<file path="src/rtl/opf_pkg.sv">
package opf_pkg;
  localparam int MODE_W = 3;

  typedef enum logic [MODE_W-1:0] {
    AM_IMM    = 3'd0,
    AM_REG    = 3'd1,
    AM_DIRECT = 3'd2,
    AM_RIND   = 3'd3,
    AM_INDEX  = 3'd4,
    AM_BIDX   = 3'd5,
    AM_MIND   = 3'd6,
    AM_BAD    = 3'd7
  } amode_e;

  typedef enum logic [1:0] {
    SQ_IDLE = 2'd0,
    SQ_RD1  = 2'd1,
    SQ_RD2  = 2'd2
  } sq_state_e;
endpackage

</file>
<file path="src/rtl/opf_ea_gen.sv">
module opf_ea_gen #(
  parameter int ADDR_W = 32,
  parameter int DATA_W = 32,
  parameter int OFF_W  = 16
) (
  input  logic [2:0]        mode,
  input  logic [DATA_W-1:0] reg_a,
  input  logic [DATA_W-1:0] reg_b,
  input  logic [OFF_W-1:0]  imm,
  input  logic [ADDR_W-1:0] abs_addr,
  output logic [ADDR_W-1:0] first_addr,
  output logic [DATA_W-1:0] direct_val,
  output logic              needs_mem,
  output logic              two_reads,
  output logic              bad_mode
);
  import opf_pkg::*;

  logic [ADDR_W-1:0] off_ext;
  logic [DATA_W-1:0] imm_ext;

  generate
    if (OFF_W < ADDR_W) begin : g_off_sx
      assign off_ext = {{(ADDR_W-OFF_W){imm[OFF_W-1]}}, imm};
    end else begin : g_off_tr
      assign off_ext = imm[ADDR_W-1:0];
    end
    if (OFF_W < DATA_W) begin : g_imm_sx
      assign imm_ext = {{(DATA_W-OFF_W){imm[OFF_W-1]}}, imm};
    end else begin : g_imm_tr
      assign imm_ext = imm[DATA_W-1:0];
    end
  endgenerate

  logic [ADDR_W-1:0] ra_a, rb_a;
  assign ra_a = ADDR_W'(reg_a);
  assign rb_a = ADDR_W'(reg_b);

  always_comb begin
    first_addr = '0;
    direct_val = '0;
    needs_mem  = 1'b0;
    two_reads  = 1'b0;
    bad_mode   = 1'b0;
    case (amode_e'(mode))
      AM_IMM:    direct_val = imm_ext;
      AM_REG:    direct_val = reg_a;
      AM_DIRECT: begin first_addr = abs_addr;              needs_mem = 1'b1; end
      AM_RIND:   begin first_addr = ra_a;                  needs_mem = 1'b1; end
      AM_INDEX:  begin first_addr = ra_a + off_ext;        needs_mem = 1'b1; end
      AM_BIDX:   begin first_addr = ra_a + rb_a + off_ext; needs_mem = 1'b1; end
      AM_MIND:   begin first_addr = abs_addr; needs_mem = 1'b1; two_reads = 1'b1; end
      default:   bad_mode = 1'b1;
    endcase
  end
endmodule

</file>
<file path="src/rtl/opf_seq.sv">
module opf_seq #(
  parameter int ADDR_W = 32,
  parameter int DATA_W = 32
) (
  input  logic              clk,
  input  logic              rst,
  input  logic              launch,
  input  logic [ADDR_W-1:0] first_addr,
  input  logic              two_reads,
  input  logic              mem_valid,
  input  logic [DATA_W-1:0] mem_rdata,
  output logic              mem_req,
  output logic [ADDR_W-1:0] mem_addr,
  output logic              busy,
  output logic              fin
);
  import opf_pkg::*;

  sq_state_e st;
  logic      chain;
  logic      hit;

  assign hit  = mem_req && mem_valid;
  assign busy = (st != SQ_IDLE);
  assign fin  = hit && ((st == SQ_RD2) || (st == SQ_RD1 && !chain));

  always_ff @(posedge clk) begin
    if (rst) begin
      st       <= SQ_IDLE;
      chain    <= 1'b0;
      mem_req  <= 1'b0;
      mem_addr <= '0;
    end else begin
      case (st)
        SQ_IDLE: if (launch) begin
          st       <= SQ_RD1;
          chain    <= two_reads;
          mem_req  <= 1'b1;
          mem_addr <= first_addr;
        end
        SQ_RD1: if (hit) begin
          if (chain) begin
            st       <= SQ_RD2;
            mem_addr <= ADDR_W'(mem_rdata);
          end else begin
            st      <= SQ_IDLE;
            mem_req <= 1'b0;
          end
        end
        SQ_RD2: if (hit) begin
          st      <= SQ_IDLE;
          mem_req <= 1'b0;
        end
        default: st <= SQ_IDLE;
      endcase
    end
  end
endmodule

</file>
<file path="src/rtl/opnd_fetch.sv">
module opnd_fetch #(
  parameter int ADDR_W = 32,
  parameter int DATA_W = 32,
  parameter int OFF_W  = 16
) (
  input  logic              clk,
  input  logic              rst,
  input  logic              start,
  input  logic [2:0]        mode,
  input  logic [DATA_W-1:0] reg_a,
  input  logic [DATA_W-1:0] reg_b,
  input  logic [OFF_W-1:0]  imm,
  input  logic [ADDR_W-1:0] abs_addr,
  output logic              mem_req,
  output logic [ADDR_W-1:0] mem_addr,
  input  logic              mem_valid,
  input  logic [DATA_W-1:0] mem_rdata,
  output logic              busy,
  output logic              done,
  output logic [DATA_W-1:0] operand,
  output logic [ADDR_W-1:0] ea_out,
  output logic              err
);
  logic [ADDR_W-1:0] first_addr;
  logic [DATA_W-1:0] direct_val;
  logic needs_mem, two_reads, bad_mode;
  logic accept, launch, fin;

  assign accept = start && !busy;
  assign launch = accept && needs_mem;

  opf_ea_gen #(.ADDR_W(ADDR_W), .DATA_W(DATA_W), .OFF_W(OFF_W)) u_ea (
    .mode       (mode),
    .reg_a      (reg_a),
    .reg_b      (reg_b),
    .imm        (imm),
    .abs_addr   (abs_addr),
    .first_addr (first_addr),
    .direct_val (direct_val),
    .needs_mem  (needs_mem),
    .two_reads  (two_reads),
    .bad_mode   (bad_mode)
  );

  opf_seq #(.ADDR_W(ADDR_W), .DATA_W(DATA_W)) u_seq (
    .clk        (clk),
    .rst        (rst),
    .launch     (launch),
    .first_addr (first_addr),
    .two_reads  (two_reads),
    .mem_valid  (mem_valid),
    .mem_rdata  (mem_rdata),
    .mem_req    (mem_req),
    .mem_addr   (mem_addr),
    .busy       (busy),
    .fin        (fin)
  );

  always_ff @(posedge clk) begin
    if (rst) begin
      done    <= 1'b0;
      err     <= 1'b0;
      operand <= '0;
      ea_out  <= '0;
    end else begin
      done <= 1'b0;
      err  <= 1'b0;
      if (accept && !needs_mem) begin
        done    <= 1'b1;
        err     <= bad_mode;
        operand <= direct_val;
        ea_out  <= '0;
      end else if (fin) begin
        done    <= 1'b1;
        operand <= mem_rdata;
        ea_out  <= mem_addr;
      end
    end
  end
endmodule

</file>
<file path="config.mk">
export PLATFORM = sky130hd
export DESIGN_NAME = opnd_fetch
export DESIGN_NICKNAME = d
export VERILOG_FILES = /design/src/rtl/opf_pkg.sv /design/src/rtl/opf_ea_gen.sv /design/src/rtl/opf_seq.sv /design/src/rtl/opnd_fetch.sv
export SDC_FILE = /design/constraint.sdc
export NUM_CORES = 1
export LEC_CHECK = 0
export BUFFER_PORTS_ARGS = -buffer_cell sky130_fd_sc_hd__buf_2
export CAP_MARGIN = 20
export CORE_AREA = 2 2 153 155
export CTS_CLUSTER_DIAMETER = 200
export DETAILED_ROUTE_END_ITERATION = 10
export DIE_AREA = 0 0 155 157
export PLACE_DENSITY_LB_ADDON = 0.08
export SLEW_MARGIN = 20
export SYNTH_ARGS = -nofsm -noshare
export SYNTH_HDL_FRONTEND = slang
export SYNTH_SLANG_ARGS = --single-unit
</file>
<file path="constraint.sdc">
create_clock -name clk -period 4.34 [get_ports clk]
set_clock_uncertainty 0.2 [all_clocks]
set_input_delay 0.217 -clock clk [delete_from_list [all_inputs] [get_ports clk]]
set_output_delay 0.217 -clock clk [all_outputs]
set_load 0.02 [all_outputs]
</file>
==> metrics.txt <==
global-route wire length before repair 54000 um; core area 0.0225 mm^2; Synth Cell Area between 0.008 and 0.009 mm^2; CTS tree built; Final ANT Viol Nets 0; Slew Limit Fails 0; antenna cells 0; CTS Buf Count 9; worst-path fanout max 5; Fillers 2275; max-cap viol count 0; Hold WC Path Type primary input to flop; area of the multi-input gates 0.00657 mm^2; Setup crit end kind flop; Place WS 0.348 ns; critical path cell sequence buf_2 -> fa_1 -> ha_1 -> fa_1 -> a21oi_1 -> nor3_1 -> o21ai_0 -> nand2_1 -> a311oi_1 -> xor2_1 -> o221ai_1 -> a221oi_1 -> nor3_1; layout cells sized above 1 22.0%; gpl congestion between 0.9 and 1; total gr overflow 0; largest net degree at the start of global routing 52; status finished, final reports clean; total global-route track usage 28.5%; Hold Vio Cnt, Final 0; WL/cell approximately 21 um; DRC errors left 0; peak supply drop 0.181 mV; Reg area 0.00204 mm^2; Post-synth EDFFs 0; die outline area 0.0243 mm^2; Worst-path clk slew 0.08 ns; row count 55; HPWL Detailed 27800 um; syn_nets 1407; drt first pass iters 6; worst-skew pair later-pin latency 0.35 ns; Die Wd 155 um; minimum clock period 3.62 ns; initial core utilization 39.8%; slowest stage delay, CP 0.49 ns; Longest Clk Path Bufs 2; yosys synthesis warning count 0; Seq/Total Area, Yosys 22.8%; Startpoint Class primary input; flip-flop and latch count after synthesis between 100 and 150; CP max stage cell fa_1; root buffer cell clkbuf_16; share of async-settable or async-resettable flops after synthesis 0%; Nets about 1.6k; vias in the first global route ~9.2k; via density per instance 5.94; Die Height roughly 160 um; Post-Route Setup TNS 0 ns; clock sinks 102; Port Buf Inserts 250; leakage 0.00475 uW; routed vias between 10k and 15k; Slew headroom 30.2%; # IOs roughly 250; ys flop type dfxtp_1; worst-margin pin slew 1.05 ns; CP Data Required Time roughly 4.3 ns; synthesized instance count roughly 1.2k; final wirelength roughly 36000 um; RSZ-0062 raised after global routing no; P&R area growth vs syn 24.3%; CP Class primary input to flop; final setup vio count 0; Pwr per Cell Area 322 mW/mm^2; # resized after CTS 0; setup slack after layout 0.715 ns; syn avg cell area 7.73 um^2; crit share post-route 83.5%; H-tree depth 3; Worst EP arrival 3.62 ns; initial antenna violation count 0; hold slack 0.0181 ns; library cells used by synthesis 66; drt first-iter violations 1204; f_max ~280 MHz
-- metal layers --
layer | global-route usage, % | part of all wire [%] | up-vias
met1 | 42.6 | 48 | 4729
li1 | - | - | 4820
met4 | 7.54 | 1.8 | 0
met3 | 6.00 | 9.1 | 40
met2 | 41.2 | 41 | 452
met5 | 0 | 0 | -
-- worst paths after layout --
check,start,to,slack (ns),cells after the start
max,reg_a[1],u_seq.mem_addr[21]$_SDFFE_PP0P_,0.72,13
min,mode[2],u_seq.chain$_SDFFE_PP0P_,0.02,3
max reg2reg,u_seq.st[1]$_SDFFE_PP0P_,u_seq.mem_addr[27]$_SDFFE_PP0P_,1.58,9
min reg2reg,ea_out[12]$_SDFFE_PP0P_,ea_out[12]$_SDFFE_PP0P_,0.25,2
-- cell usage after synthesis, types with 8 or more instances --
cell type / number / area share (%)
a221oi_1: 35 / 3.4
o211ai_1: 10 / 0.84
nor2b_1: 9 / 0.63
dfxtp_1: 102 / 23
fa_1: 33 / 7.4
a311oi_1: 38 / 3.7
inv_1: 21 / 0.88
o21ai_0: 56 / 3.1
and2_1: 8 / 0.56
a22oi_1: 16 / 1.3
xor2_1: 25 / 2.4
nand3_1: 19 / 1.1
buf_1: 8 / 0.34
a222oi_1: 14 / 1.6
a21o_1: 24 / 2.0
a31oi_1: 8 / 0.56
a2111oi_0: 9 / 0.88
a211oi_1: 14 / 1.2
nor3_1: 21 / 1.2
clkbuf_1: 70 / 2.9
xnor2_1: 26 / 2.5
a21oi_1: 143 / 8.0
nand2b_1: 13 / 0.91
nand4_1: 8 / 0.56
nand2_1: 190 / 8.0
and3_1: 8 / 0.56
ha_1: 65 / 9.1
nor2_1: 72 / 3.0
-- power by group --
group          total (uW)  switching (uW)  internal (uW)
sequential           1070            64.9           1010
clock                 858             398            460
combinational        1660            1030            627
total                3590            1500           2090
-- final cells by class --
class                      count  share of cell area, %
sequential                   102                   18.3
inverter                      21                  0.708
timing repair buffer         310                   16.0
clock inverter                 6                  0.708
clock buffer                  10                   2.06
multi-input combinational    955                   59.0
tap                          285                   3.20
-- logic make-up after synthesis --
| group | count (synthesis) | share of synthesized area [%] |
|---|---|---|
| adder cells (fa/ha/maj) | 98 | 16.5 |
| buffers and inverters | 101 | 4.26 |
| AND/OR/NAND/NOR | 369 | 18.2 |
| flip-flops | 102 | 22.8 |
| XOR/XNOR | 51 | 4.99 |
| multiplexers | 3 | 0.335 |
| AO/OA/AOI/OAI | 434 | 33.0 |
-- state kept, by name (all words and copies together) (netlist names) --
signal / count
ea_out: 32
operand: 32
u_seq.mem_addr: 32
u_seq.st: 2
done: 1
err: 1
u_seq.chain: 1
u_seq.mem_req: 1
-- layout by cell type, fill, tap and decap left out, drive strengths merged, types with 7 or more instances in the layout --
cell type | synthesis | layout
a2111oi | 11 | 11
a211oi | 16 | 16
a21o | 24 | 24
a21oi | 144 | 144
a221oi | 35 | 35
a222oi | 14 | 14
a22oi | 16 | 16
a311oi | 38 | 38
a31oi | 8 | 8
and2 | 8 | 8
and3 | 8 | 8
buf | 9 | 277
clkbuf | 71 | 10
dfxtp | 102 | 102
dlygate4sd3 | 0 | 33
fa | 33 | 33
ha | 65 | 65
inv | 21 | 23
nand2 | 190 | 190
nand2b | 13 | 13
nand3 | 19 | 19
nand4 | 8 | 8
nor2 | 72 | 72
nor2b | 9 | 9
nor3 | 21 | 21
o211ai | 10 | 10
o21a | 7 | 7
o21ai | 59 | 59
o21bai | 7 | 7
xnor2 | 26 | 26
xor2 | 25 | 25
-- metrics by stage --
stage	power (uW)	cell area, um^2	utilization [%]	std cells
finish	3590	11100	49.5	1689
global route	3810	11100	49.5	1689
CTS	3580	11100	49.5	1689
detailed placement	2690	10500	46.6	1640
global placement	2690	10500	46.6	1640
floorplan	2140	8960	-	1158
-- worst max-delay path, delay by kind of cell --
family,cells,cell delay (ns)
simple gates,3,0.42
fa+ha+maj,3,1.21
buf+inv,1,0.14
compound gates,5,1.44
xor+xnor,1,0.19
-- what timing repair did --
item	CTS	global route
hold endpoints to repair	34	0
setup endpoints to repair	0	0
buffers inserted	0	0
hold buffers	33	0
Note: power is estimated with default switching activity, not from simulation.
